--- config.mk ---
export PLATFORM = sky130hd
export DESIGN_NAME = msgobj_xfer
export DESIGN_NICKNAME = d
export VERILOG_FILES = /design/src/rtl/msgobj_pkg.sv /design/src/rtl/msgobj_cmd_regs.sv /design/src/rtl/msgobj_seq.sv /design/src/rtl/msgobj_merge.sv /design/src/rtl/msgobj_ifbuf.sv /design/src/rtl/msgobj_xfer.sv
export SDC_FILE = /design/constraint.sdc
export NUM_CORES = 1
export LEC_CHECK = 0
export ABC_CLOCK_PERIOD_IN_PS = 2600
export BUFFER_PORTS_ARGS = -buffer_cell sky130_fd_sc_hd__buf_2
export CORE_AREA = 2 2 255 257
export DETAILED_ROUTE_END_ITERATION = 8
export DIE_AREA = 0 0 257 259
export PLACE_DENSITY = 0.53
export SYNTH_ARGS = -nofsm -noshare
export SYNTH_HDL_FRONTEND = slang
export SYNTH_SLANG_ARGS = --single-unit
export TNS_END_PERCENT = 50
--- constraint.sdc ---
create_clock -name clk -period 2.6 [get_ports clk]
set_input_delay 0.39 -clock clk [delete_from_list [all_inputs] [get_ports clk]]
set_output_delay 0.39 -clock clk [all_outputs]
set_load 0.1 [all_outputs]
--- src/rtl/msgobj_pkg.sv ---
// Shared layout of a message object and of the command mask.
// Assumes a fixed object format: control, arbitration, mask, two data halves.
package msgobj_pkg;

    localparam int CTRL_W  = 13;
    localparam int ARB_W   = 32;
    localparam int MSK_W   = 31;
    localparam int HALF_W  = 32;
    localparam int OBJ_W   = CTRL_W + ARB_W + MSK_W + 2 * HALF_W;
    localparam int NGRP    = 5;
    localparam int CMD_W   = 8;

    // Command mask bit positions
    localparam int MB_DIR     = 7;
    localparam int MB_CLR_INT = 3;
    localparam int MB_CLR_NEW = 2;

    // Flag positions inside the control word
    localparam int CB_NEWDAT = 12;
    localparam int CB_INTPND = 10;

    // Group index: 0 data low, 1 data high, 2 mask, 3 arbitration, 4 control
    function automatic int grp_lo(input int g);
        case (g)
            0:       return 0;
            1:       return HALF_W;
            2:       return 2 * HALF_W;
            3:       return 2 * HALF_W + MSK_W;
            default: return 2 * HALF_W + MSK_W + ARB_W;
        endcase
    endfunction

    function automatic int grp_w(input int g);
        case (g)
            0, 1:    return HALF_W;
            2:       return MSK_W;
            3:       return ARB_W;
            default: return CTRL_W;
        endcase
    endfunction

    // Command mask bit that selects group g
    function automatic int grp_sel(input int g);
        case (g)
            0:       return 0;
            1:       return 1;
            2:       return 6;
            3:       return 5;
            default: return 4;
        endcase
    endfunction

    localparam int NEWDAT_BIT = grp_lo(4) + CB_NEWDAT;
    localparam int INTPND_BIT = grp_lo(4) + CB_INTPND;

    typedef enum logic [1:0] {
        ST_IDLE = 2'd0,
        ST_RD   = 2'd1,
        ST_CAP  = 2'd2,
        ST_WB   = 2'd3
    } xfer_state_e;

endpackage

--- src/rtl/msgobj_cmd_regs.sv ---
// Command mask register and request decode.
// Assumes the sequencer reports idle; all writes are dropped while busy.
module msgobj_cmd_regs
    import msgobj_pkg::*;
#(
    parameter int NUM_OBJ = 32,
    parameter int NUM_W   = $clog2(NUM_OBJ + 1),
    parameter int AW      = $clog2(NUM_OBJ)
) (
    input  logic                 clk,
    input  logic                 rst_n,
    input  logic                 idle,
    input  logic                 mask_wr,
    input  logic [31:0]          mask_wdata,
    input  logic                 req_wr,
    input  logic [NUM_W-1:0]     req_num,
    output logic [CMD_W-1:0]     mask_q,
    output logic                 start,
    output logic [AW-1:0]        start_addr
);
    localparam logic [NUM_W-1:0] MAX_NUM = NUM_W'(NUM_OBJ);
    localparam logic [NUM_W-1:0] ONE     = NUM_W'(1);

    // Hold the defined command mask bits; accept writes only when idle
    always_ff @(posedge clk) begin
        if (!rst_n) begin
            mask_q <= '0;
        end else if (mask_wr && idle) begin
            mask_q <= mask_wdata[CMD_W-1:0];
        end
    end

    // Decode a request: accept only when idle and the number is in range
    always_comb begin
        start      = req_wr && idle && (req_num != '0) && (req_num <= MAX_NUM);
        start_addr = AW'(req_num - ONE);
    end
endmodule

--- src/rtl/msgobj_seq.sv ---
// Transfer sequencer: RAM read, capture, optional write-back.
// Assumes a synchronous RAM that returns data one cycle after the read strobe.
module msgobj_seq
    import msgobj_pkg::*;
#(
    parameter int AW = 5
) (
    input  logic              clk,
    input  logic              rst_n,
    input  logic              start,
    input  logic [AW-1:0]     start_addr,
    input  logic              need_wb,
    input  logic [OBJ_W-1:0]  ram_rdata,
    output logic              idle,
    output logic              ram_rd_en,
    output logic              ram_wr_en,
    output logic [AW-1:0]     ram_addr,
    output logic              done,
    output logic [OBJ_W-1:0]  obj_src
);
    xfer_state_e          state;
    logic [AW-1:0]        addr_q;
    logic [OBJ_W-1:0]     hold_q;

    // Advance the transfer state and keep the captured object
    always_ff @(posedge clk) begin
        if (!rst_n) begin
            state  <= ST_IDLE;
            addr_q <= '0;
            hold_q <= '0;
        end else begin
            case (state)
                ST_IDLE: if (start) begin
                    addr_q <= start_addr;
                    state  <= ST_RD;
                end
                ST_RD:   state <= ST_CAP;
                ST_CAP: begin
                    hold_q <= ram_rdata;
                    state  <= need_wb ? ST_WB : ST_IDLE;
                end
                default: state <= ST_IDLE;
            endcase
        end
    end

    // Drive RAM strobes, completion and the current object source
    always_comb begin
        idle      = (state == ST_IDLE);
        ram_rd_en = (state == ST_RD);
        ram_wr_en = (state == ST_WB);
        ram_addr  = addr_q;
        done      = ((state == ST_CAP) && !need_wb) || (state == ST_WB);
        obj_src   = (state == ST_CAP) ? ram_rdata : hold_q;
    end
endmodule

--- src/rtl/msgobj_merge.sv ---
// Per-group merge between RAM object and buffer, in both directions.
// Assumes the command mask is stable for the whole transfer.
module msgobj_merge
    import msgobj_pkg::*;
(
    input  logic [CMD_W-1:0]  mask,
    input  logic [OBJ_W-1:0]  obj,
    input  logic [OBJ_W-1:0]  bufv,
    output logic [OBJ_W-1:0]  rd_buf,
    output logic [OBJ_W-1:0]  wb_obj
);
    logic              dir_wr;
    logic [OBJ_W-1:0]  wb_raw;

    // Direction from the command mask
    always_comb dir_wr = mask[MB_DIR];

    for (genvar g = 0; g < NGRP; g++) begin : g_grp
        localparam int LO  = grp_lo(g);
        localparam int W   = grp_w(g);
        localparam int SEL = grp_sel(g);
        // Pick each group's source for buffer and RAM images
        always_comb begin
            rd_buf[LO +: W] = mask[SEL] ? obj[LO +: W] : bufv[LO +: W];
            wb_raw[LO +: W] = (dir_wr && mask[SEL]) ? bufv[LO +: W] : obj[LO +: W];
        end
    end

    // Apply flag clears on reads only
    always_comb begin
        wb_obj = wb_raw;
        if (!dir_wr) begin
            if (mask[MB_CLR_NEW]) wb_obj[NEWDAT_BIT] = 1'b0;
            if (mask[MB_CLR_INT]) wb_obj[INTPND_BIT] = 1'b0;
        end
    end
endmodule

--- src/rtl/msgobj_ifbuf.sv ---
// Interface buffer register set, loaded per group by host or by a transfer.
// Assumes host loads and transfer loads never coincide (host gated by idle).
module msgobj_ifbuf
    import msgobj_pkg::*;
(
    input  logic              clk,
    input  logic              rst_n,
    input  logic              host_wr,
    input  logic [NGRP-1:0]   host_grp,
    input  logic [OBJ_W-1:0]  host_data,
    input  logic              xfer_ld,
    input  logic [OBJ_W-1:0]  xfer_data,
    output logic [OBJ_W-1:0]  buf_q
);
    for (genvar g = 0; g < NGRP; g++) begin : g_grp
        localparam int LO = grp_lo(g);
        localparam int W  = grp_w(g);
        // Update one group from the host port or from a read transfer
        always_ff @(posedge clk) begin
            if (!rst_n) begin
                buf_q[LO +: W] <= '0;
            end else if (host_wr && host_grp[g]) begin
                buf_q[LO +: W] <= host_data[LO +: W];
            end else if (xfer_ld) begin
                buf_q[LO +: W] <= xfer_data[LO +: W];
            end
        end
    end
endmodule

--- src/rtl/msgobj_xfer.sv ---
// Top: message object transfer controller.
// Assumes one external synchronous RAM of NUM_OBJ objects, 1-cycle read latency.
module msgobj_xfer
    import msgobj_pkg::*;
#(
    parameter int NUM_OBJ = 32,
    parameter int NUM_W   = $clog2(NUM_OBJ + 1),
    parameter int AW      = $clog2(NUM_OBJ)
) (
    input  logic              clk,
    input  logic              rst_n,
    input  logic              mask_wr,
    input  logic [31:0]       mask_wdata,
    output logic [31:0]       mask_rdata,
    input  logic              req_wr,
    input  logic [NUM_W-1:0]  req_num,
    output logic              busy,
    input  logic              buf_wr_en,
    input  logic [NGRP-1:0]   buf_wr_grp,
    input  logic [OBJ_W-1:0]  buf_wr_data,
    output logic [OBJ_W-1:0]  buf_q,
    output logic              ram_rd_en,
    output logic              ram_wr_en,
    output logic [AW-1:0]     ram_addr,
    output logic [OBJ_W-1:0]  ram_wdata,
    input  logic [OBJ_W-1:0]  ram_rdata
);
    logic              idle;
    logic              start;
    logic [AW-1:0]     start_addr;
    logic [CMD_W-1:0]  mask_q;
    logic              need_wb;
    logic              done;
    logic [OBJ_W-1:0]  obj_src;
    logic [OBJ_W-1:0]  rd_buf;

    msgobj_cmd_regs #(.NUM_OBJ(NUM_OBJ), .NUM_W(NUM_W), .AW(AW)) u_cmd (
        .clk(clk), .rst_n(rst_n), .idle(idle),
        .mask_wr(mask_wr), .mask_wdata(mask_wdata),
        .req_wr(req_wr), .req_num(req_num),
        .mask_q(mask_q), .start(start), .start_addr(start_addr)
    );

    // Write-back is needed for writes and for flag-clearing reads
    always_comb begin
        need_wb    = mask_q[MB_DIR] | mask_q[MB_CLR_NEW] | mask_q[MB_CLR_INT];
        mask_rdata = {{(32 - CMD_W){1'b0}}, mask_q};
        busy       = !idle;
    end

    msgobj_seq #(.AW(AW)) u_seq (
        .clk(clk), .rst_n(rst_n), .start(start), .start_addr(start_addr),
        .need_wb(need_wb), .ram_rdata(ram_rdata), .idle(idle),
        .ram_rd_en(ram_rd_en), .ram_wr_en(ram_wr_en), .ram_addr(ram_addr),
        .done(done), .obj_src(obj_src)
    );

    msgobj_merge u_merge (
        .mask(mask_q), .obj(obj_src), .bufv(buf_q),
        .rd_buf(rd_buf), .wb_obj(ram_wdata)
    );

    msgobj_ifbuf u_buf (
        .clk(clk), .rst_n(rst_n),
        .host_wr(buf_wr_en && idle), .host_grp(buf_wr_grp), .host_data(buf_wr_data),
        .xfer_ld(done && !mask_q[MB_DIR]), .xfer_data(rd_buf),
        .buf_q(buf_q)
    );
endmodule

Word-level counts from Yosys, hierarchy flattened
Index checks and enable logic that the tools add are counted.
{ "word_totals": {"n_memories": 0, "ram_bits": 0, "out_inout_bits": 320, "wordCells": 84, "inputBits": 328, "regBits": 295, "latchBits": 0, "mem_bits_ro": 0} }
{ "op_classes": {"n_mux": 28, "bitwise": 2, "shifts": 0, "n_eq_ne": 4, "reduce_logical": 39, "magnitude_cmp": 1, "n_mul": 0, "div_mod_pow": 0, "add_sub_neg": 1} }
{ "ops": {"columns": ["operator", "n"], "rows": [
  ["32-bit 2-to-1 mux", 12],
  ["140-bit 2-to-1 mux", 1],
  ["31-bit 2-to-1 mux", 4],
  ["13-bit 2-to-1 mux", 4],
  ["2-bit nonzero test", 10],
  ["1-bit logical AND", 17],
  ["2-bit AND reduction", 6],
  ["6-bit less-or-equal comparator (second input constant)", 1],
  ["2-bit one-hot mux with 3 select lines", 1],
  ["6-bit nonzero test", 1],
  ["5-bit by 1-bit subtractor with 5-bit output (second input constant)", 1],
  ["2-bit == test (second input constant)", 2],
  ["1-bit 2-to-1 mux", 4],
  ["2-bit 2-to-1 mux", 2],
  ["1-bit logical NOT", 3],
  ["2-bit by 1-bit == test with 1-bit output (second input constant)", 1],
  ["2-bit logical NOT", 1],
  ["2-bit by 1-bit != test with 1-bit output (second input constant)", 1],
  ["1-bit OR", 2],
  ["1-bit logical OR", 1]
]} }

Longest topological paths before layout
{ "depth": {"ltp_word": 8, "mapped_depth": 7, "depth_no_buf": 6} }

Modules after synthesis
A second synthesis with hierarchy kept.
{ "hier_totals": {"cells_unflattened": 1530, "area_unflattened_um2": 17915.9} }
{ "modules_own_cells": {"columns": ["module", "area_per_inst_um2", "seq_area_each_um2", "instances", "cells_each"], "rows": [
  ["msgobj_ifbuf", 7659.8, 2802.7, 1, 646],
  ["msgobj_seq", 6185.9, 2942.8, 1, 486],
  ["msgobj_merge", 3394.5, 0.0, 1, 320],
  ["msgobj_cmd_regs", 469.2, 160.2, 1, 49],
  ["msgobj_xfer", 206.4, 0.0, 1, 29]
]} }

Worst setup path before layout
Ideal clock, no wire load.
{ "synth_path": {"kind": "reg-to-output", "startpoint": "register u_cmd.mask_q[7]", "endpoint": "output ram_wdata[22]", "arrival_time_ps": 2374, "setup_slack_ps": -164, "path_stages_with_launch": 5, "path_buffers": 2, "t_required_ps": 2210, "cell_sequence": "dfxtp_1 -> buf_2 -> nand2_1 -> buf_1 -> mux2_2"} }
{ "synth_via": {"elab_chain_len": 2} }
{ "synth_lines": {"columns": ["item", "line_no", "source"], "rows": [
  ["from (decl)", "msgobj_cmd_regs.sv:17", "output logic [CMD_W-1:0] mask_q,"],
  ["from (signal assigned)", "msgobj_cmd_regs.sv:29", "mask_q <= mask_wdata[CMD_W-1:0];"],
  ["1-bit logical AND", "msgobj_merge.sv:25", "wb_raw[LO +: W] = (dir_wr && mask[SEL]) ? bufv[LO +: W] : obj[LO +: W];"],
  ["32-bit 2-to-1 mux", "msgobj_merge.sv:25", null],
  ["to (decl)", "msgobj_xfer.sv:25", "output logic [OBJ_W-1:0] ram_wdata,"]
]} }
Every way passes these cells.

Worst setup path after layout
{ "layout_path": {"startpoint": "register u_seq.state[0]", "endpoint": "output ram_wdata[30]"} }
{ "layout_via": {"elab_chain_len": 3} }
{ "layout_lines": {"columns": ["item", "line_no", "source"], "rows": [
  ["from (decl)", "msgobj_seq.sv:21", "xfer_state_e state;"],
  ["from (signal assigned)", "msgobj_seq.sv:40", "state <= need_wb ? ST_WB : ST_IDLE;"],
  ["2-bit == test", "msgobj_seq.sv:54", "obj_src = (state == ST_CAP) ? ram_rdata : hold_q;"],
  ["140-bit 2-to-1 mux", "msgobj_seq.sv:54", null],
  ["32-bit 2-to-1 mux", "msgobj_merge.sv:25", null]
]} }
Every way passes these cells.

==> results.txt <==
The congestion estimate from routability-driven global placement came to 0.898. Initial core utilization: 23.3%. The count of pins on the block boundary is 648. The run gives 0 as the number of buffers inserted by hold repair at cts.

The flow ran to the end, but the final reports show violations. The part of the power in combinational logic is 29.8%. The run gives 10.5 ps as the worst clock skew on the final layout. By area the synthesized netlist is led by dfxtp_1 (40%), mux2_4 (21%), mux2i_1 (9.4%). For the worst setup path, the data required time is 2210 ps.

The routed design has 54.7 mm of wire. The total count of max-transition violations in the final report was 0. The root buffer selected by CTS was clkbuf_16. The number of cells on the worst hold path is 3. The filler cells instantiated in the layout total 6346. Detailed placement finished with a half-perimeter wire length of 38.3 mm. The tools report the worst flop-to-flop path endpoint as u_buf.buf_q[101].

For the initial antenna violation count, the log shows 11. Timing would allow up to 374 MHz. The critical path contains buffers and inverters numbering 4 combined.

The tools report the clock network power share as 35.2%. The Yosys step of the flow raised 0 warnings. The fraction of power spent switching nets was 35.2%. In this run, synthesis inferred 0 flip-flops with an integrated enable.

Entering global routing, the biggest net connects 62 pins. On the critical path the largest part of the delay comes from buffers and inverters. The time the worst path needs with I/O delays and setup came out at 2680 ps. The launching element type of the critical path was a flip-flop.

The share of synthesized area in the top cell type comes to 39.7%. The tools report the number of global-route vias before repair as 13100. Buffers inserted during clock tree synthesis total 36. For the post-synthesis cell type count, the log shows 33.

The tools report the final number of setup-violating endpoints as 67. For this run, design rule violations remaining after detail routing come to 0. After layout, the worst path uses 103% of the clock period. The most utilized layer in the global route result is met2. Detailed routing inserted a total of 12600 vias.

Setup repair after global routing could not meet its margin everywhere. The net switching component of the power came out at 0.00486 W. The tools report the overall die area as 0.0666 mm2. TritonCTS built the clock tree.

In the global route stage, met3 resource usage came out at 3.50%. The core region is 0.0639 mm2. Clock latency on the worst-skew pair, taken at its later pin, is 530 ps. The die is 257 um wide. In this run the critical register-to-register path is launched from u_seq.state[0]. The worst reg-to-reg path cell count was 6. The worst hold path terminates at u_buf.buf_q[128]. Launching element of the worst setup path: u_seq.state[0]. For this run, the post-layout net count is 2348. The final reports fail on setup timing. Using the TritonRoute via totals, the vias-per-cell ratio works out to 4.33. In the synthesized netlist the async set-or-reset flop fraction comes to 0%.

The largest area contributor in the synthesized netlist is dfxtp_1. The tools report the arrival time at the worst endpoint as 2290 ps. Dividing the synthesized area by the synthesized cell count gives 11.0 um2. The highest cell delay on the worst timing path came out at 320 ps.

The count of buffers inserted at the top-level ports came out at 599. The tightest min-delay check is of the in2reg type. The number of standard-cell rows in the floorplan is 93, and the first-pass GRT wire length is 80.6 mm. For this run the aggregate overflow at the end of global routing stands at 0. For flop-to-flop paths, the worst setup slack is 540 ps. In the global route stage, met2 resource usage came out at 26.9%. The kind of critical path was reg2out. The final critical-path setup slack was -75.2 ps.

Most common cell after layout, fill and taps aside: buf_2. The wire length per cell after detailed routing was 18.8 um. Across every metal layer, demand over resource in global routing totals 15.5%.

STA classifies the critical path endpoint as an output pin. After technology mapping, the gate count stands at 1348. The top flip-flop cell by instance count after synthesis was dfxtp_1. End-of-flow core utilization: 36.2%. The number of hold violations in the final report was 0; the critical-path maximum fanout was 8. The tools report the max capacitance violation total as 0.

The leakage power of the design is 10.9 nW. The met1 usage is 18.8%. Clock-pin slew was measured on the worst setup and hold paths at 60 ps.

The pre-antenna-repair detailed-routing pass consisted of 5 iterations. In the layout the commonest cells are buf_2 (458), dfxtp_1 (293), mux2_4 (272). The tools report the sequential cell fraction of total power as 35.1%.

Sequential elements use 39.7% of the synthesized area. The remaining antenna violation count is 0, and the number of violations reported at the end of detailed-routing iteration 0 is 574. For the pin with the worst max-slew slack, the measured transition is 668 ps.

The share of final-layout standard cells stronger than drive strength 1 is 52.8%. Internal power comes to 0.00896 W. The clock tree synthesis step divided the H-tree into 2 levels.

The CTS sink count came out at 295. After synthesis the cells add up to 0.0149 mm2. Compared with the post-synthesis result, the final layout area differs by 55.5%. The clock passes through at most 3 buffers. Walking the worst path, the cells encountered are nand2b_4 -> buf_12 -> buf_16 -> clkbuf_16 -> mux2_4 -> mux2_4 -> buf_12. In this run the power density over the cells is 597 mW/mm2. The worst slew slack as a fraction of its limit is 55.4%. In this run the most critical hold path is launched from buf_wr_data[128]. The cell with the largest stage delay on the worst path was dfxtp_2. Across the VDD grid, the largest voltage drop is 0.000439 V. In this run, synthesis produced a sequential element count of 295. The die is 259 um tall. Prior to clock tree synthesis, the placed netlist has a worst setup slack of 283 ps.
[worst max-delay path by stage]
stage / end / slack (ps) / cells after the start
finish: ram_wdata[30] / -80 / 7
global placement: ram_wdata[28] / 300 / 6
detailed placement: ram_wdata[28] / 280 / 6
floorplan: ram_wdata[106] / 40 / 3
global route: ram_wdata[30] / -170 / 7
CTS: ram_wdata[28] / -150 / 7
[synthesized netlist by cell type, types with 2 or more instances]
library cell  instances
and3_1                5
buf_6                 7
buf_1                 2
nor4bb_1              5
nand2_1             177
buf_2                23
o21ai_0              18
o211a_1               5
ha_1                  2
o21a_1                2
o21ai_1             122
a22o_1                2
a21boi_0              8
xnor2_1               3
and2_1              142
dfxtp_1             295
inv_1                 3
nor3_1                2
nor2_1                4
mux2_2               70
buf_4                28
nor4b_1               2
mux2i_1             140
buf_12               20
mux2_4              211
clkbuf_1             43
[routing by layer]
layer	wire, um	share of wire (%)	vias up
li1	-	-	5920
met1	22800	42	6123
met2	27100	50	438
met3	3130	5.7	83
met4	1590	2.9	6
met5	33	0.060	-
[power by group through the flow]
| stage | clock [W] | sequential (W) | combinational, W |
|---|---|---|---|
| floorplan | 0 | 0.00583 | 0.00187 |
| finish | 0.00486 | 0.00485 | 0.00411 |
| detailed placement | 0 | 0.00494 | 0.00361 |
| global placement | 0 | 0.00493 | 0.00359 |
| global route | 0.00522 | 0.00487 | 0.00425 |
| CTS | 0.00504 | 0.00484 | 0.00402 |
[worst reg2reg max path, delay by kind of cell, from the launching register on]
kind / cells / cell delay, ps
multiplexers: 1 / 520
buffers and inverters: 2 / 440
AND/OR/NAND/NOR: 1 / 340
AO/OA/AOI/OAI: 2 / 330
flip-flops: 1 / 320
[per-stage QoR]
| step | instance area (um2) | std cells | setup TNS (ps) | power (W) | hold WS (ps) |
|---|---|---|---|---|---|
| after detailed placement | 19200 | 2750 | 0 | 0.00855 | 484 |
| after floorplan | 15000 | 1371 | 0 | 0.00770 | 499 |
| after global routing | 23100 | 2903 | -13430 | 0.0143 | 24.8 |
| after CTS | 22500 | 2871 | -9350 | 0.0139 | 7.51 |
| after global placement | 19200 | 2750 | 0 | 0.00852 | 479 |
| final | 23100 | 2904 | -1890 | 0.0138 | 55.3 |
[final cells by class]
type | count | area, um2 | share of cell area, %
multi-input combinational | 950 | 8400 | 36.3
sequential | 295 | 5910 | 25.5
clock buffer | 58 | 1110 | 4.82
clock inverter | 2 | 10.0 | 0.0433
antenna | 9 | 22.5 | 0.0973
timing repair buffer | 732 | 6600 | 28.5
inverter | 3 | 11.3 | 0.0487
tap | 855 | 1070 | 4.62
[registers in the layout, indices dropped and copies added (netlist names)]
signal	flops
u_buf.buf_q	140
u_seq.hold_q	140
u_seq.ram_addr	5
u_cmd.mask_q	8
u_seq.state	2
[logic make-up after synthesis]
logic type                 Yosys count  synth area share, %
other                                1               0.0252
DFF                                295                 39.7
adders and majority gates            2                0.168
xor gates and xnor gates             3                0.177
AOI/OAI and AO/OA                  158                 5.78
muxes                              421                 36.0
and+or+nand+nor                    342                 11.6
buffers and inverters              126                 6.62
[timing repair]
| action | 4_1_cts | 5_1_grt |
|---|---|---|
| endpoints found under the setup margin | 138 | 140 |
| endpoints found under the hold margin | 0 | 0 |
| gates resized for setup | 420 | 89 |
| pin swaps | 1 | 2 |
| setup buffers | 54 | 22 |
| cloned | 8 | 2 |
No activity file was read; power rests on OpenSTA's default activity.
